[src/rtl/crs_pkg.sv]
package crs_pkg;
  localparam int ST_IMM  = 0;
  localparam int ST_UNIT = 1;
  localparam int ST_TCLR = 5;
  localparam int DW      = 16;
  localparam int NIL     = 4;
endpackage

[src/rtl/crs_cmd_gate.sv]
module crs_cmd_gate #(
  parameter int NCOLS = 80,
  parameter int CNTW  = $clog2(NCOLS + 1)
) (
  input  logic                  clk,
  input  logic                  rst,
  input  logic                  cmd_valid,
  input  logic                  cmd_test,
  input  logic                  base_lsb,
  input  logic [CNTW-1:0]       cmd_count,
  input  logic [crs_pkg::NIL-1:0] il,
  input  logic                  busy_in,
  output logic                  start,
  output logic                  read_issue,
  output logic                  is_test,
  output logic                  rej_mf,
  output logic                  rej_hs,
  output logic                  ack_q,
  output logic                  rej_q
);
  localparam logic [CNTW-1:0] FULL = CNTW'(NCOLS);

  logic rd, parm_ok, il_any;

  always_comb begin
    rd         = cmd_valid & ~cmd_test;
    read_issue = rd & ~busy_in;
    parm_ok    = (cmd_count == FULL) & ~base_lsb;
    il_any     = |il;
    start      = read_issue & parm_ok & ~il_any;
    rej_mf     = read_issue & parm_ok & (il[0] | il[1]);
    rej_hs     = read_issue & parm_ok & (il[2] | il[3]);
    is_test    = cmd_valid & cmd_test;
  end

  always_ff @(posedge clk) begin
    if (rst) begin
      ack_q <= 1'b0;
      rej_q <= 1'b0;
    end else begin
      ack_q <= start | is_test;
      rej_q <= rd & ~start;
    end
  end

  assert_ack_rej_apart_R2: assert property (@(posedge clk) disable iff (rst)
    ack_q |-> !rej_q);
endmodule

[src/rtl/crs_col_xfer.sv]
module crs_col_xfer #(
  parameter int NCOLS = 80,
  parameter int AW    = 16,
  parameter int CW    = 12,
  parameter int CNTW  = $clog2(NCOLS + 1)
) (
  input  logic                   clk,
  input  logic                   rst,
  input  logic                   start,
  input  logic                   image_in,
  input  logic                   inh_in,
  input  logic [AW-1:0]          base_in,
  input  logic                   col_valid,
  input  logic [CW-1:0]          col_code,
  input  logic                   stop_err,
  output logic                   running,
  output logic                   h_q,
  output logic                   ev_done,
  output logic                   wr_en,
  output logic                   wr_wide,
  output logic [AW-1:0]          wr_addr,
  output logic [crs_pkg::DW-1:0] wr_data,
  output logic [AW-1:0]          addr_q,
  output logic [CNTW-1:0]        cnt_q
);
  localparam logic [CNTW-1:0] FULL = CNTW'(NCOLS);
  localparam logic [CNTW-1:0] ONE  = CNTW'(1);

  logic                   img_q, ev_col, stop;
  logic [AW-1:0]          step;
  logic [crs_pkg::DW-1:0] fmt;

  always_comb begin
    ev_col  = running & col_valid;
    ev_done = ev_col & (cnt_q == ONE);
    stop    = ev_done | (running & stop_err);
    step    = img_q ? AW'(2) : AW'(1);
    fmt     = img_q ? crs_pkg::DW'(col_code) : {8'h00, col_code[7:0]};
  end

  always_ff @(posedge clk) begin
    if (rst) begin
      running <= 1'b0;
      img_q   <= 1'b0;
      h_q     <= 1'b0;
      addr_q  <= '0;
      cnt_q   <= '0;
      wr_en   <= 1'b0;
      wr_wide <= 1'b0;
      wr_addr <= '0;
      wr_data <= '0;
    end else begin
      wr_en <= ev_col;
      if (start) begin
        running <= 1'b1;
        img_q   <= image_in;
        h_q     <= inh_in;
        addr_q  <= base_in;
        cnt_q   <= FULL;
      end else if (running) begin
        if (ev_col) begin
          wr_addr <= addr_q;
          wr_data <= fmt;
          wr_wide <= img_q;
          addr_q  <= addr_q + step;
          cnt_q   <= cnt_q - ONE;
        end
        if (stop) running <= 1'b0;
      end
    end
  end

  assert_cnt_bound_R7: assert property (@(posedge clk) disable iff (rst)
    cnt_q <= FULL);
  assert_wr_in_run_R9: assert property (@(posedge clk) disable iff (rst)
    wr_en |-> $past(running));
endmodule

[src/rtl/crs_status.sv]
module crs_status (
  input  logic       clk,
  input  logic       rst,
  input  logic       cpu_clear,
  input  logic       rdr_clear,
  input  logic       offline_q,
  input  logic       is_test,
  input  logic       read_issue,
  input  logic       rej_mf,
  input  logic       rej_hs,
  input  logic       running,
  input  logic       h_q,
  input  logic       ev_done,
  input  logic       imm_hit,
  input  logic       par_hit,
  input  logic       late_hit,
  output logic [7:0] status,
  output logic       irq
);
  logic imm_q, par_q, mf_q, hs_q, def_pend, def_q, tclr_q, raise;

  always_comb begin
    raise  = ev_done | imm_hit | par_hit;
    status = '0;
    status[crs_pkg::ST_IMM]  = imm_q | par_q;
    status[crs_pkg::ST_UNIT] = mf_q | hs_q | def_q;
    status[crs_pkg::ST_TCLR] = tclr_q;
  end

  always_ff @(posedge clk) begin
    if (rst) begin
      {imm_q, par_q, mf_q, hs_q, def_pend, def_q, tclr_q, irq} <= '0;
    end else begin
      if (cpu_clear) begin
        {imm_q, par_q, mf_q, hs_q, def_pend, def_q, tclr_q, irq} <= '0;
      end else if (rdr_clear) begin
        {imm_q, mf_q, hs_q, def_pend, def_q, tclr_q} <= '0;
      end
      if (offline_q) hs_q <= 1'b0;
      if (is_test) begin
        irq <= 1'b0;
        if (irq) tclr_q <= 1'b1;
      end
      if (raise && !h_q) irq <= 1'b1;
      if (imm_hit)  imm_q <= 1'b1;
      if (par_hit)  par_q <= 1'b1;
      if (rej_mf)   mf_q  <= 1'b1;
      if (rej_hs)   hs_q  <= 1'b1;
      if (late_hit) def_pend <= 1'b1;
      if (read_issue && def_pend) begin
        def_q    <= 1'b1;
        def_pend <= 1'b0;
      end
    end
  end

  assert_irq_on_end_R7: assert property (@(posedge clk) disable iff (rst)
    $fell(running) |-> (irq || h_q));
  assert_no_irq_inhibit_R8: assert property (@(posedge clk) disable iff (rst)
    $rose(irq) |-> !h_q);
  assert_bit5_by_test_R11: assert property (@(posedge clk) disable iff (rst)
    $rose(tclr_q) |-> $past(is_test && irq));
  assert_parity_sticky_R13: assert property (@(posedge clk) disable iff (rst)
    (par_q && !cpu_clear) |=> par_q);
endmodule

[src/rtl/card_rdr_ctrl.sv]
module card_rdr_ctrl #(
  parameter int NCOLS = 80,
  parameter int AW    = 16,
  parameter int CW    = 12,
  parameter int CNTW  = $clog2(NCOLS + 1)
) (
  input  logic                   clk,
  input  logic                   rst,
  input  logic                   cpu_clear,
  input  logic                   rdr_clear,
  input  logic                   offline_sw,
  input  logic                   cmd_valid,
  input  logic                   cmd_test,
  input  logic                   cmd_image,
  input  logic                   cmd_inhibit,
  input  logic [AW-1:0]          cmd_base,
  input  logic [CNTW-1:0]        cmd_count,
  input  logic                   il_misfeed,
  input  logic                   il_not_ready,
  input  logic                   il_hopper_empty,
  input  logic                   il_stacker_full,
  input  logic                   col_valid,
  input  logic [CW-1:0]          col_code,
  input  logic                   err_jam,
  input  logic                   err_parity,
  input  logic                   err_photo,
  input  logic                   err_late,
  output logic                   cmd_ack,
  output logic                   cmd_rej,
  output logic                   busy,
  output logic                   wr_en,
  output logic                   wr_wide,
  output logic [AW-1:0]          wr_addr,
  output logic [crs_pkg::DW-1:0] wr_data,
  output logic [AW-1:0]          addr_now,
  output logic [CNTW-1:0]        cols_left,
  output logic                   irq,
  output logic [7:0]             status
);
  logic offline_q, running, h_q, ev_done, start, read_issue, is_test;
  logic rej_mf, rej_hs, imm_hit, par_hit, late_hit;
  logic [crs_pkg::NIL-1:0] il;

  always_ff @(posedge clk) begin
    if (rst) offline_q <= 1'b0;
    else     offline_q <= offline_sw;
  end

  always_comb begin
    busy     = running | offline_q;
    il       = {il_stacker_full, il_hopper_empty, il_not_ready, il_misfeed};
    imm_hit  = running & (err_jam | err_photo);
    par_hit  = running & err_parity;
    late_hit = running & err_late;
  end

  crs_cmd_gate #(.NCOLS(NCOLS), .CNTW(CNTW)) u_gate (
    .clk(clk), .rst(rst), .cmd_valid(cmd_valid), .cmd_test(cmd_test),
    .base_lsb(cmd_base[0]), .cmd_count(cmd_count), .il(il), .busy_in(busy),
    .start(start), .read_issue(read_issue), .is_test(is_test),
    .rej_mf(rej_mf), .rej_hs(rej_hs), .ack_q(cmd_ack), .rej_q(cmd_rej)
  );

  crs_col_xfer #(.NCOLS(NCOLS), .AW(AW), .CW(CW), .CNTW(CNTW)) u_xfer (
    .clk(clk), .rst(rst), .start(start), .image_in(cmd_image),
    .inh_in(cmd_inhibit), .base_in(cmd_base), .col_valid(col_valid),
    .col_code(col_code), .stop_err(err_jam | err_photo | err_parity),
    .running(running), .h_q(h_q), .ev_done(ev_done), .wr_en(wr_en),
    .wr_wide(wr_wide), .wr_addr(wr_addr), .wr_data(wr_data),
    .addr_q(addr_now), .cnt_q(cols_left)
  );

  crs_status u_stat (
    .clk(clk), .rst(rst), .cpu_clear(cpu_clear), .rdr_clear(rdr_clear),
    .offline_q(offline_q), .is_test(is_test), .read_issue(read_issue),
    .rej_mf(rej_mf), .rej_hs(rej_hs), .running(running), .h_q(h_q),
    .ev_done(ev_done), .imm_hit(imm_hit), .par_hit(par_hit),
    .late_hit(late_hit), .status(status), .irq(irq)
  );

  assert_start_online_R12: assert property (@(posedge clk) disable iff (rst)
    $rose(running) |-> $past(!offline_q));
endmodule

[config.mk]
export PLATFORM = sky130hd
export DESIGN_NAME = card_rdr_ctrl
export DESIGN_NICKNAME = d
export VERILOG_FILES = /design/src/rtl/crs_pkg.sv /design/src/rtl/crs_cmd_gate.sv /design/src/rtl/crs_col_xfer.sv /design/src/rtl/crs_status.sv /design/src/rtl/card_rdr_ctrl.sv
export SDC_FILE = /design/constraint.sdc
export NUM_CORES = 1
export LEC_CHECK = 0
export ABC_CLOCK_PERIOD_IN_PS = 2600
export BUFFER_PORTS_ARGS = -buffer_cell sky130_fd_sc_hd__buf_4
export CORE_ASPECT_RATIO = 0.7
export CORE_MARGIN = 2
export CORE_UTILIZATION = 40
export CTS_BUF_LIST = sky130_fd_sc_hd__clkbuf_4 sky130_fd_sc_hd__clkbuf_8
export CTS_CLUSTER_SIZE = 28
export DETAILED_ROUTE_END_ITERATION = 16
export GPL_TIMING_DRIVEN = 0
export MAX_ROUTING_LAYER = met4
export PLACE_DENSITY = 0.68
export REMOVE_ABC_BUFFERS = 1
export SETUP_SLACK_MARGIN = 0.4
export SLEW_MARGIN = 5
export SYNTH_ARGS = -nofsm -noshare
export SYNTH_HDL_FRONTEND = slang
export SYNTH_HIERARCHICAL = 1
export SYNTH_SLANG_ARGS = --single-unit
[constraint.sdc]
create_clock -name clk -period 2.6 [get_ports clk]
set_clock_uncertainty 0.1 [all_clocks]
set_input_delay 0.26 -clock clk [delete_from_list [all_inputs] [get_ports clk]]
set_output_delay 0.26 -clock clk [all_outputs]
set_load 0.02 [all_outputs]
# --- Word-level counts from Yosys, hierarchy flattened ---
# Index checks and enable logic that the tools add are counted.
totals:
  out_inout_bits: 69
  input_bits: 53
  register_bits: 71
classes:
  bitwise: 32
  addsub: 2
  reduce_logical: 18
  mux: 27
  n_eq_ne: 2
op_table:
  columns: ["op", "n"]
  rows:
  - ["two-way mux 16 bit", 3]
  - ["two-way mux 7 bit", 3]
  - ["two-way mux 1 bit", 19]
  - ["adder 16 bit", 1]
  - ["AND 1 bit", 15]
  - ["nonzero test 3 bit", 5]
  - ["two-way mux 12 bit", 1]
  - ["OR 1 bit", 12]
  - ["equality test 7 x 1 -> 1 bit, second input constant", 1]
  - ["equality test 7 bit, second input constant", 1]
  - ["subtractor 7 x 1 -> 7 bit, second input constant", 1]
  - ["nonzero test 2 bit", 3]
  - ["inverter 1 bit", 5]
  - ["AND reduction 2 bit", 2]
  - ["nonzero test 4 bit", 1]
  - ["OR reduction 2 bit", 2]
  - ["OR reduction 4 bit", 1]
  - ["AND reduction 3 bit", 1]
  - ["logical AND 1 bit", 2]
  - ["two-way mux 2 bit", 1]
  - ["zero test 1 bit", 1]

# --- Logic depth before layout (Yosys ltp) ---
depth:
  word_depth: 7
  depth_mapped: 11
  mapped_depth_nobuf: 8

# --- Cells and area by module ---
# Netlist, hierarchy kept.
by_module_without_submodules:
  columns: ["module", "area_each_um2", "instances", "cells_each", "seq_area_each_um2"]
  rows:
  - ["crs_col_xfer", 2506.2, 1, 299, 1121.1]
  - ["crs_status", 372.9, 1, 42, 160.2]
  - ["crs_cmd_gate", 172.7, 1, 20, 40.0]
  - ["card_rdr_ctrl", 60.1, 1, 7, 20.0]

# --- Worst setup path before layout ---
# No wires, ideal clock.
synth_timing:
  kind: "register to register"
  from: "reg u_xfer.running"
  to: "reg u_xfer.addr_q[11]"
  n_path_buf: 3
  required_ns: 2.361
  setup_slack_ns: 0.440
  arrival_ns: 1.921
  stages_incl_launch_ff: 11
  path_cell_list: "dfxtp_1 > or2_2 > nor3b_2 > nand3_1 > nor2_1 > clkbuf_1 > inv_1 > buf_2 > buf_1 > nor2_1 > a211oi_2"
synth_between:
  elab_chain_len: 7
  word_cells_on_any_way: 10
synth_rtl:
  columns: ["element", "line", "source"]
  rows:
  - ["start: declaration", "crs_col_xfer.sv:16", "output logic running,"]
  - ["start signal: assignment", "crs_col_xfer.sv:43", "running <= 1'b0;"]
  - ["start signal: assignment", "crs_col_xfer.sv:55", "running <= 1'b1;"]
  - ["start signal: assignment", "crs_col_xfer.sv:68", "if (stop) running <= 1'b0;"]
  - ["OR 1 bit *", "card_rdr_ctrl.sv:50", "busy = running | offline_q;"]
  - ["net busy", "card_rdr_ctrl.sv:30", "output logic busy,"]
  - ["inverter 1 bit *", "crs_cmd_gate.sv:27", "read_issue = rd & ~busy_in;"]
  - ["AND 1 bit *", "crs_cmd_gate.sv:27", null]
  - ["net read_issue", "card_rdr_ctrl.sv:40", "logic offline_q, running, h_q, ev_done, start, read_issue, is_test;"]
  - ["AND 1 bit * (2 in series)", "crs_cmd_gate.sv:30", "start = read_issue & parm_ok & ~il_any;"]
  - ["net start", "card_rdr_ctrl.sv:40", null]
  - ["nonzero test 2 bit (no source line)", null, null]
  - ["AND reduction 2 bit (no source line)", null, null]
  - ["end signal: assignment", "crs_col_xfer.sv:58", "addr_q <= base_in;"]
  - ["end signal: assignment", "crs_col_xfer.sv:65", "addr_q <= addr_q + step;"]
  - ["end: declaration", "crs_col_xfer.sv:23", "output logic [AW-1:0] addr_q,"]
# The timed path passes the listed nets; every way through them passes the cells marked *.
# A chain may end at the register's enable or synchronous reset.

# --- Worst setup path in the final report ---
layout_timing:
  from: "reg u_xfer.img_q"
  to: "reg u_xfer.addr_q[8]"
layout_between:
  elab_chain_len: 5
layout_rtl:
  columns: ["element", "line", "source"]
  rows:
  - ["start: declaration", "crs_col_xfer.sv:29", "logic img_q, ev_col, stop;"]
  - ["start signal: assignment", "crs_col_xfer.sv:56", "img_q <= image_in;"]
  - ["two-way mux 2 bit", "crs_col_xfer.sv:37", "step = img_q ? AW'(2) : AW'(1);"]
  - ["adder 16 bit", "crs_col_xfer.sv:65", null]
  - ["two-way mux 16 bit", "crs_col_xfer.sv:61", "if (ev_col) begin"]
  - ["two-way mux 16 bit", "crs_col_xfer.sv:60", "end else if (running) begin"]
  - ["two-way mux 16 bit", "crs_col_xfer.sv:54", "if (start) begin"]
# No other way between the ends. The select of a mux whose other input is x is not followed.

==> flow_metrics.env <==
export IMPL_p_leak_nw=1.782
export IMPL_yosysSeqAreaShare_pct=43.10
export IMPL_wire_per_inst_um=14.47
export IMPL_cts_inserted_buffers=9
export IMPL_grt_pass1_wl_um=12930
export IMPL_die_area_um2=8512
export IMPL_seqPwrFrac_pct=50.9
export IMPL_routed_wl_um=8509
export IMPL_worstSetupStartpoint="u_xfer/img_q"
export IMPL_insertion_delay_ns=0.34
export IMPL_rsz0062_at_grt="true"
export IMPL_switching_share_pct=22.54
export IMPL_p_clk_share_pct=43.1
export IMPL_fin_ws_ns=0.4853
export IMPL_rrSetupSlack_ns=0.49
export IMPL_max_slew_worst_pin_slew_ns=0.7221
export IMPL_regArea_um2=1353
export IMPL_multiInputGateArea_um2=1678
export IMPL_dp_cells=555
export IMPL_finalSetupViolCount=0
export IMPL_overflow=0
export IMPL_slew_headroom_pct=51.86
export IMPL_maxSlewViolCount=0
export IMPL_antenna_found_initial=0
export IMPL_synthesis_area_um2=3112
export IMPL_synth_edf_count=0
export IMPL_timing_max_cap_violations=0
export IMPL_crit_required_ns=2.76
export IMPL_crit_end="u_xfer/addr_q[8]"
export IMPL_layout_drive_gt1_share_pct=38.37
export IMPL_firstDrtPassIters=4
export IMPL_remaining_drc_errors=0
export IMPL_synthFlopType="dfxtp_1"
export IMPL_vias=2917
export IMPL_hp_class="in -> reg"
export IMPL_dp_hpwl_um=5479
export IMPL_grt_pass1_vias=2627
export IMPL_critPathArrivalTime_ns=2.27
export IMPL_hold_ws_ns=0.03824
export IMPL_final_hold_violation_count=0
export IMPL_grt_max_degree=69
export IMPL_postSynthCellCount=368
export IMPL_gp_congestion=0.8644
export IMPL_holdBufCountCts=0
export IMPL_status="completed"
export IMPL_clock_path_buffers=2
export IMPL_die_x_um=109.4
export IMPL_setup_tns_ns=0
export IMPL_peakVddDrop_mv=0.2592
export IMPL_period_minus_slack_ns=2.115
export IMPL_die_h_um=77.80
export IMPL_fill_cells=670
export IMPL_viasPerCell=4.961
export IMPL_port_buffers=112
export IMPL_cts_tree="yes"
export IMPL_htreeDepth=3
export IMPL_clk_pin_slew_ns=0.07
export IMPL_netlist_area_leader_share_pct=43.10
export IMPL_synthArstFlopShare_pct=0
export IMPL_pre_cts_ws_ns=-1.967
export IMPL_start_util_pct=41.95
export IMPL_cts_sinks=67
export IMPL_area_delta_synth_final_pct=41.70
export IMPL_critPathMaxFanout=3
export IMPL_core_area_um2=7417
export IMPL_final_util_pct=59.45
export IMPL_reg2reg_to="u_xfer/addr_q[8]"
export IMPL_grt_total_usage_pct=20.26
export IMPL_drt_initial_drc_count=110
export IMPL_fp_row_count=26
export IMPL_ys_ff_latch=67
export IMPL_max_freq_mhz=472.9
export IMPL_ios=122
export IMPL_min_period_over_period_pct=81.33
export IMPL_r2r_start="u_xfer/img_q"
export IMPL_path_class="reg -> reg"
export IMPL_powerDensity_nw_per_um2=457.1
export IMPL_most_common_layout_cells="123 x buf_4, 67 x nand2_1, 64 x dfxtp_1, 44 x a21oi_1, 27 x nor2_1"
export IMPL_yosys_cell_types_count=56
export IMPL_antennaDiodeCount=0
export IMPL_drtAntennaViolNets=0
export IMPL_final_common_cell="buf_4"
export IMPL_comb_power_share_pct=6.0
export IMPL_yosysTopAreaCell="dfxtp_1"
export IMPL_cp_start_kind="flop"
export IMPL_worst_r2r_cell_count=9
export IMPL_end_kind="flop"
export IMPL_finalNetCount=543
export IMPL_p_int_w=0.001561
export IMPL_final_cells=588
export IMPL_cts_root_buf="clkbuf_8"
export IMPL_p_switching_w=0.0004544
export IMPL_ys_warnings_count=6
export IMPL_syn_avg_cell_area_um2=8.456
export IMPL_synth_area_leaders="dfxtp_1 43%, nand2_1 8.2%, a21oi_1 7.1%, xnor2_1 3.7%, nor2_1 3.5%"
-- cells in the mapped netlist (2+ instances only) --
| cell type | n |
|---|---|
| nand2_1 | 68 |
| dfxtp_1 | 67 |
| a21oi_1 | 44 |
| nor2_1 | 29 |
| inv_1 | 16 |
| xnor2_1 | 13 |
| buf_4 | 12 |
| nor3_1 | 9 |
| buf_2 | 8 |
| clkbuf_1 | 8 |
| nand3_1 | 8 |
| a211oi_1 | 6 |
| a211oi_2 | 4 |
| ha_1 | 4 |
| nand4_1 | 4 |
| or3b_2 | 4 |
| xor2_1 | 4 |
| and2_1 | 3 |
| buf_1 | 3 |
| nand2b_1 | 3 |
| nand3b_1 | 3 |
| nor4_2 | 3 |
| o21a_1 | 3 |
| or3_1 | 3 |
| a311oi_1 | 2 |
| and3b_1 | 2 |
| conb_1 | 2 |
| mux2i_1 | 2 |
| nor4_1 | 2 |
| or2_2 | 2 |
| or4b_1 | 2 |
-- metrics by stage --
stage | instance area [µm²] | total power [W]
after floorplan | 2967 | 0.001080
after global placement | 3930 | 0.001168
after detailed placement | 3960 | 0.001169
after CTS | 4299 | 0.002038
after global routing | 4409 | 0.002087
final | 4409 | 0.002016
-- how the worst min path moves through the flow --
stage                      startpoint                 to  slack [ns]  depth (start not counted)
final                      offline_sw          offline_q        0.04                          2
after global routing      col_code[0]  u_xfer/wr_data[0]        0.05                          3
after CTS                  offline_sw          offline_q        0.01                          2
after detailed placement   u_xfer/h_q         u_stat/irq        0.34                          1
after global placement     u_xfer/h_q         u_stat/irq        0.34                          1
after floorplan                   rst  u_xfer/addr_q[11]        0.22                          1
-- critical path: stages (launching register included) --
cell      delay [ns]
dfxtp_4         0.35
inv_4           0.06
ha_4            0.13
inv_2           0.03
fa_2            0.37
nand4b_1        0.31
buf_6           0.22
nor3_4          0.19
xnor2_1         0.09
a211oi_1        0.19
-- registers in the layout, summed over array words and instances, names as in the netlist --
name	count
u_xfer/h_q	1
u_stat/tclr_q	1
u_xfer/cnt_q	7
u_stat/def_pend	1
u_stat/par_q	1
u_stat/def_q	1
u_xfer/img_q	1
u_stat/mf_q	1
u_xfer/addr_q	16
u_xfer/wr_data	12
u_xfer/running	1
u_stat/irq	1
u_xfer/wr_en	1
u_stat/imm_q	1
u_xfer/wr_addr	16
offline_q	1
u_stat/hs_q	1
u_gate/rej_q	1
u_gate/ack_q	1
u_xfer/wr_wide	1
-- power groups by stage --
stage               clock network [W]   logic, W  registers [W]
floorplan                           0  0.0000262        0.00105
global placement                    0   0.000116        0.00105
detailed placement                  0   0.000117        0.00105
CTS                          0.000891   0.000120        0.00103
global route                 0.000932   0.000130        0.00103
finish                       0.000869   0.000121        0.00103
-- layer usage --
| metal | track usage (%) | share of wire [%] | up-vias | wire length (µm) |
|---|---|---|---|---|
| met4 | 7.468 | 2.0 | 0 | 168 |
| met1 | 26.75 | 48 | 1339 | 4053 |
| met3 | 5.630 | 6.0 | 14 | 513 |
| met2 | 29.51 | 44 | 91 | 3774 |
| met5 | - | 0 | - | 0 |
| li1 | - | - | 1473 | - |
-- layout make-up --
class,count,share of cell area (%)
timing repair inverter,1,0.1703
inverter,16,1.504
timing repair buffer,127,22.33
multi-input combinational,263,38.05
sequential,67,30.68
clock buffer,11,3.292
tap,98,2.781
clock inverter,5,1.192
-- cell families (layout without fill, tap and decap cells) --
family | Yosys count | in the layout | share of synthesized area (%)
other | 2 | 9 | 0.2413
AOI/OAI and AO/OA | 69 | 69 | 14.15
xor gates and xnor gates | 17 | 17 | 4.785
adders and majority gates | 5 | 5 | 2.252
muxes | 3 | 3 | 1.005
DFF | 67 | 67 | 43.10
buffers and inverters | 47 | 160 | 7.439
and+or+nand+nor | 158 | 160 | 27.02
-- what timing repair did --
action / in CTS / in global routing
setup endpoints to repair: 55 / 43
setup buffers: 8 / 6
gates cloned: 1 / 2
hold endpoints to repair: 0 / 0
pin swaps: 2 / 10
gates resized for setup: 20 / 11
(Power assumes the default switching activity.)
